### src/rtl/chg_irq_pkg.sv
package chg_irq_pkg;
  localparam int unsigned NUM_CH   = 4;
  localparam int unsigned SRC_W    = 7;
  localparam int unsigned DATA_W   = 8;
  localparam int unsigned ADDR_W   = 7;
  localparam int unsigned CH_SEL_W = $clog2(NUM_CH);
  localparam int unsigned OFS_W    = 4;
  localparam logic [OFS_W-1:0] REG_OFS = 4'b0110;
endpackage

### src/rtl/chg_irq_edge.sv
module chg_irq_edge #(
  parameter int unsigned W = 7
) (
  input  logic         clk_i,
  input  logic         rst_ni,
  input  logic [W-1:0] stat_i,
  output logic [W-1:0] chg_o
);
  logic [W-1:0] samp_q;
  logic         primed_q;

  always_ff @(posedge clk_i or negedge rst_ni) begin
    if (!rst_ni) begin
      samp_q   <= '0;
      primed_q <= 1'b0;
    end else begin
      samp_q   <= stat_i;
      primed_q <= 1'b1;
    end
  end

  // first sample after reset only seeds the history
  assign chg_o = (stat_i ^ samp_q) & {W{primed_q}};

  AST_NO_CHG_UNPRIMED: assert property (@(posedge clk_i) disable iff (!rst_ni)
    !primed_q |-> chg_o == '0) else $error("edge flagged before priming");
endmodule

### src/rtl/chg_irq_sticky.sv
module chg_irq_sticky #(
  parameter int unsigned W = 7
) (
  input  logic         clk_i,
  input  logic         rst_ni,
  input  logic [W-1:0] chg_i,
  input  logic         clr_i,
  output logic [W-1:0] flags_o
);
  logic [W-1:0] flags_q;

  always_ff @(posedge clk_i or negedge rst_ni) begin
    if (!rst_ni) flags_q <= '0;
    else         flags_q <= (flags_q & ~{W{clr_i}}) | chg_i;
  end

  assign flags_o = flags_q;

  for (genvar b = 0; b < W; b++) begin : g_ast
    AST_EVENT_LATCH: assert property (@(posedge clk_i) disable iff (!rst_ni)
      chg_i[b] |=> flags_q[b]) else $error("change lost");
    AST_STICKY_HOLD: assert property (@(posedge clk_i) disable iff (!rst_ni)
      (flags_q[b] && !clr_i) |=> flags_q[b]) else $error("flag dropped");
    AST_CLR_ON_READ: assert property (@(posedge clk_i) disable iff (!rst_ni)
      (clr_i && !chg_i[b]) |=> !flags_q[b]) else $error("flag survived read");
  end
endmodule

### src/rtl/chg_irq_decode.sv
module chg_irq_decode
  import chg_irq_pkg::*;
(
  input  logic              clk_i,
  input  logic              rst_ni,
  input  logic              rd_en_i,
  input  logic [ADDR_W-1:0] addr_i,
  output logic [NUM_CH-1:0] hit_o
);
  logic base_ok;

  assign base_ok = rd_en_i && (addr_i[OFS_W-1:0] == REG_OFS)
                && (addr_i[ADDR_W-1:OFS_W+CH_SEL_W] == '0);

  for (genvar c = 0; c < NUM_CH; c++) begin : g_hit
    assign hit_o[c] = base_ok && (addr_i[OFS_W +: CH_SEL_W] == CH_SEL_W'(c));
  end

  AST_HIT_ONEHOT: assert property (@(posedge clk_i) disable iff (!rst_ni)
    $onehot0(hit_o)) else $error("multiple channels decoded");
  AST_HIT_NEEDS_RD: assert property (@(posedge clk_i) disable iff (!rst_ni)
    !rd_en_i |-> hit_o == '0) else $error("decode without strobe");
endmodule

### src/rtl/chg_irq_status.sv
module chg_irq_status
  import chg_irq_pkg::*;
(
  input  logic                    clk_i,
  input  logic                    rst_ni,
  input  logic [NUM_CH*SRC_W-1:0] stat_i,
  input  logic                    rd_en_i,
  input  logic [ADDR_W-1:0]       addr_i,
  output logic [DATA_W-1:0]       rdata_o,
  output logic [NUM_CH-1:0]       irq_o,
  output logic                    irq_any_o
);
  logic [NUM_CH-1:0]            hit;
  logic [NUM_CH-1:0][SRC_W-1:0] chg;
  logic [NUM_CH-1:0][SRC_W-1:0] flags;
  logic [SRC_W-1:0]             sel_data;
  logic [DATA_W-1:0]            rdata_q;

  chg_irq_decode u_dec (
    .clk_i  (clk_i),
    .rst_ni (rst_ni),
    .rd_en_i(rd_en_i),
    .addr_i (addr_i),
    .hit_o  (hit)
  );

  for (genvar c = 0; c < NUM_CH; c++) begin : g_ch
    chg_irq_edge #(.W(SRC_W)) u_edge (
      .clk_i (clk_i),
      .rst_ni(rst_ni),
      .stat_i(stat_i[c*SRC_W +: SRC_W]),
      .chg_o (chg[c])
    );
    chg_irq_sticky #(.W(SRC_W)) u_sticky (
      .clk_i  (clk_i),
      .rst_ni (rst_ni),
      .chg_i  (chg[c]),
      .clr_i  (hit[c]),
      .flags_o(flags[c])
    );
    assign irq_o[c] = |flags[c];
  end

  always_comb begin
    sel_data = '0;
    for (int c = 0; c < NUM_CH; c++) begin
      if (hit[c]) sel_data |= flags[c];
    end
  end

  // snapshot taken before the clear lands: same-cycle events go to the next read
  always_ff @(posedge clk_i or negedge rst_ni) begin
    if (!rst_ni) rdata_q <= '0;
    else         rdata_q <= {{(DATA_W-SRC_W){1'b0}}, sel_data};
  end

  assign rdata_o   = rdata_q;
  assign irq_any_o = |irq_o;

  AST_UNDEC_ZERO: assert property (@(posedge clk_i) disable iff (!rst_ni)
    (hit == '0) |=> rdata_o == '0) else $error("data on undecoded read");
  AST_READ_OLD: assert property (@(posedge clk_i) disable iff (!rst_ni)
    (hit != '0) |=> rdata_o[SRC_W-1:0] == $past(sel_data)) else $error("read data mismatch");
  AST_RSVD_LOW: assert property (@(posedge clk_i) disable iff (!rst_ni)
    rd_en_i |=> !rdata_o[DATA_W-1]) else $error("reserved bit set");
endmodule

### config.mk
export PLATFORM = sky130hd
export DESIGN_NAME = chg_irq_status
export DESIGN_NICKNAME = d
export VERILOG_FILES = /design/src/rtl/chg_irq_pkg.sv /design/src/rtl/chg_irq_edge.sv /design/src/rtl/chg_irq_sticky.sv /design/src/rtl/chg_irq_decode.sv /design/src/rtl/chg_irq_status.sv
export SDC_FILE = /design/constraint.sdc
export NUM_CORES = 1
export LEC_CHECK = 0
export BUFFER_PORTS_ARGS = -buffer_cell sky130_fd_sc_hd__buf_2
export CAP_MARGIN = 20
export CORE_UTILIZATION = 58
export CTS_CLUSTER_DIAMETER = 50
export DETAILED_ROUTE_END_ITERATION = 7
export MAX_ROUTING_LAYER = met4
export PLACE_DENSITY = 0.84
export SYNTH_ARGS = -nofsm -noshare
export SYNTH_HDL_FRONTEND = slang
export SYNTH_SLANG_ARGS = --single-unit
### constraint.sdc
create_clock -name clk_i -period 3.79 [get_ports clk_i]
set_input_delay 0.758 -clock clk_i [delete_from_list [all_inputs] [get_ports clk_i]]
set_output_delay 0.758 -clock clk_i [all_outputs]
set_load 0.01 [all_outputs]
==> results by group <==
Run status
  – Status: complete, no violations

Yosys
  – Syn Nets: ~200
  – Post-synth top area share: around 63%
  – Synth Area in Simple Gates: under 10%
  – Post-synthesis compound-gate area fraction: 9.73%
  – Largest cells by area after synthesis: dfrtp_1 63%, xor2_1 9.7%, a22o_1 9.3%
  – Synth Area in XOR/XNOR: roughly 9.7%
  – Post-synthesis cell type count: 23
  – Synthesized flop and latch total: between 60 and 70
  – Synth Cell Area: around 2500 µm²
  – Post-synthesis sequential area ratio: a little over three fifths
  – Area share of fa/ha/maj cells after synthesis: 0%
  – Yosys top cell by area: dfrtp_1
  – Synth warn: 0
  – Mux contribution to synthesized area: 6.37%
  – Main combinational cell family by area after synthesis: compound AO/OA/AOI/OAI gates
  – Syn_area_per_cell: around 15 µm²
  – Cells after Synth: about 160

Clocking
  – Clock sinks: 64
  – Post-CTS sizing: 0
  – Hold-fix buffers, CTS: 0
  – Clock latency on the worst-skew pair: 340 ps
  – TritonCTS clock tree: done
  – Clock Tree Buf Depth: 2
  – Num CTS Buffers: 9
  – Clock-pin slew on the worst setup and hold paths: about 70 ps
  – CTS H-tree lvls: 3
  – Clock root buffer: clkbuf_8
  – Postcts setup bufs: 0

Timing
  – Setup TNS: 0 ps
  – Tcrit/Tclk final: between 70 and 80%
  – Clock Skew: between 6 and 7 ps
  – Worst-margin pin slew: around 960 ps
  – Fmax: around 370 MHz
  – Setup Viol. Count Final: 0
  – Minimum clock period: around 2700 ps
  – RSZ-0062 raised after global routing: no
  – Final max-slew violation count: 0
  – Final WS setup: roughly 1100 ps
  – Max transition margin: 36.3%
  – Final hold violations: 0

Worst hold path
  – Hold EP: g_ch[3].u_edge.samp_q[5]
  – Hold path depth: 1
  – Launch point of the worst hold path: stat_i[26]
  – Hold WC Path Type: in -> reg

Setup path
  – Reg2Reg Launch Point: g_ch[3].u_edge.primed_q
  – Worst reg2reg endpoint: g_ch[0].u_sticky.flags_o[2]
  – Worst reg2reg path depth: 1
  – Worst Path Required: slightly above 3000 ps
  – Worst Path Class, Setup: reg -> out
  – Setup crit start kind: flip-flop
  – Max FO, Critical Path: 3
  – WP data arrival: between 1500 and 2000 ps
  – Setup crit start: g_ch[1].u_sticky.flags_o[2]
  – CP endpoint kind: primary output
  – R2r setup slk: 2480 ps

Floorplan
  – IO Count: 51
  – Initial Util: around 62%
  – Placeable Area: 4090 µm²
  – Chip Height: about 68 µm
  – Die X: just under 70 µm
  – Full die area: 4630 µm²
  – # rows: 23

Power and ir drop
  – Switching share of power: a little under a quarter
  – Switching pwr: 0.313 mW
  – Gate power share: 6.2%
  – Power per cell area: 453 nW/µm²
  – Reg power frac: between 50% and 60%
  – VDD IR-drop max: roughly 0.00036 V
  – Internal Power: approximately 1.0 mW
  – Clock Power Share: approximately 40%
  – LEAKAGE: 1.31 nW

Routing
  – Final wirelength: roughly 5.0 mm
  – Antenna viol nets, final: 0
  – Drt drc: 0
  – Routed len/inst: 18.4 µm
  – DR iter-0 viols: 82
  – Total iterations of the first detailed-routing run: 5
  – Via count: approximately 1600
  – Vias per std cell: 5.98

Layout
  – Antenna diode count: 0
  – Fillers: between 200 and 300
  – Final instance area: around 3000 µm²
  – Area of the multi-input gates: just under 900 µm²
  – Commonest cells after routing, fill and taps aside: 64 x dfrtp_1, 49 x buf_2, 28 x xor2_1
  – Most common cell after layout, fill and taps aside: dfrtp_1
  – FF/Latch Area: ~1600 µm²
  – Core Util, Final: roughly 73%
  – Share of post-route cells with drive strength above 1: 35.3%
  – Nets@finish: 255
  – Layout area overhead: 17.8%

Global routing
  – Number of global-route vias before repair: 1617
  – GRT Residual Overflow: 0
  – First-pass GRT wire length: 7.85 mm
  – GRT Overall Usage: between 20% and 30%
  – Initial antenna violation count: 0
  – Largest net degree at the start of global routing: 45

Run
  – MaxCap Viol Count: 0

Placement
  – DP HPWL: ~3.6 mm
  – Port Buffers: 49
  – RD Place Congestion: 0.951
  – Setup WS pre-CTS: approximately 1500 ps
  – Placed cell area: about 2800 µm²
-- state kept, by name, summed over array words and instances, names as in the netlist --
signal,cells
g_ch.u_edge.samp_q,28
g_ch.u_edge.primed_q,1
g_ch.u_sticky.flags_o,28
rdata_o,7
-- metrics by stage --
step | hold slack [ps] | cells | power [mW]
after floorplan | 462 | 164 | 0.770
after global placement | 508 | 256 | 0.813
after detailed placement | 530 | 256 | 0.818
after CTS | 524 | 271 | 1.37
after global routing | 521 | 271 | 1.41
final | 543 | 271 | 1.35
-- power by group through the flow --
stage	logic, mW	registers, mW	clock network (mW)
floorplan	0.0447	0.726	0
global placement	0.0821	0.731	0
detailed placement	0.0854	0.733	0
CTS	0.0861	0.720	0.561
global route	0.0940	0.722	0.593
finish	0.0842	0.721	0.546
-- cell families after synthesis --
logic type	Yosys count
DFF	64
AOI/OAI and AO/OA	28
xor gates and xnor gates	28
and+or+nand+nor	27
buffers and inverters	8
muxes	7
other	2
-- synthesized netlist by cell type (all sizes together) --
cell type	n
a22o	28
and2b	1
and3	7
and4bb	1
buf	4
clkbuf	4
conb	2
dfrtp	64
mux4	7
nand2	4
nand3	1
nand4	1
nand4b	2
nor2	1
nor3	4
nor4	4
or4	1
xor2	28
-- how the worst max path moves through the flow --
stage / to / slack, ps / cells past startpoint
3_5_place_dp: irq_any_o / 1550 / 4
5_1_grt: irq_any_o / 1020 / 4
3_3_place_gp: irq_any_o / 1620 / 4
6_report: irq_any_o / 1100 / 4
2_1_floorplan: irq_any_o / 1690 / 3
4_1_cts: irq_any_o / 1140 / 4
-- per-layer routing --
metal	vias to the layer above	wire length, µm	GRT usage [%]
met2	99	2400	38.1
met3	18	496	10.3
met5	-	0	-
met1	799	1950	31.0
li1	705	-	-
met4	0	135	13.8
-- final cells by class --
class | instances | share of cell area, %
sequential | 64 | 53.7
multi-input combinational | 92 | 29.5
timing repair buffer | 50 | 8.47
clock buffer | 9 | 4.15
tap | 50 | 2.10
clock inverter | 6 | 2.06
-- worst max-delay path: stages (launching register included) --
cell and delay [ps]:
dfrtp_1 410, nor4_1 340, nand2_1 130, or4_1 540, buf_2 160
No activity file was read; power rests on OpenSTA's default activity.
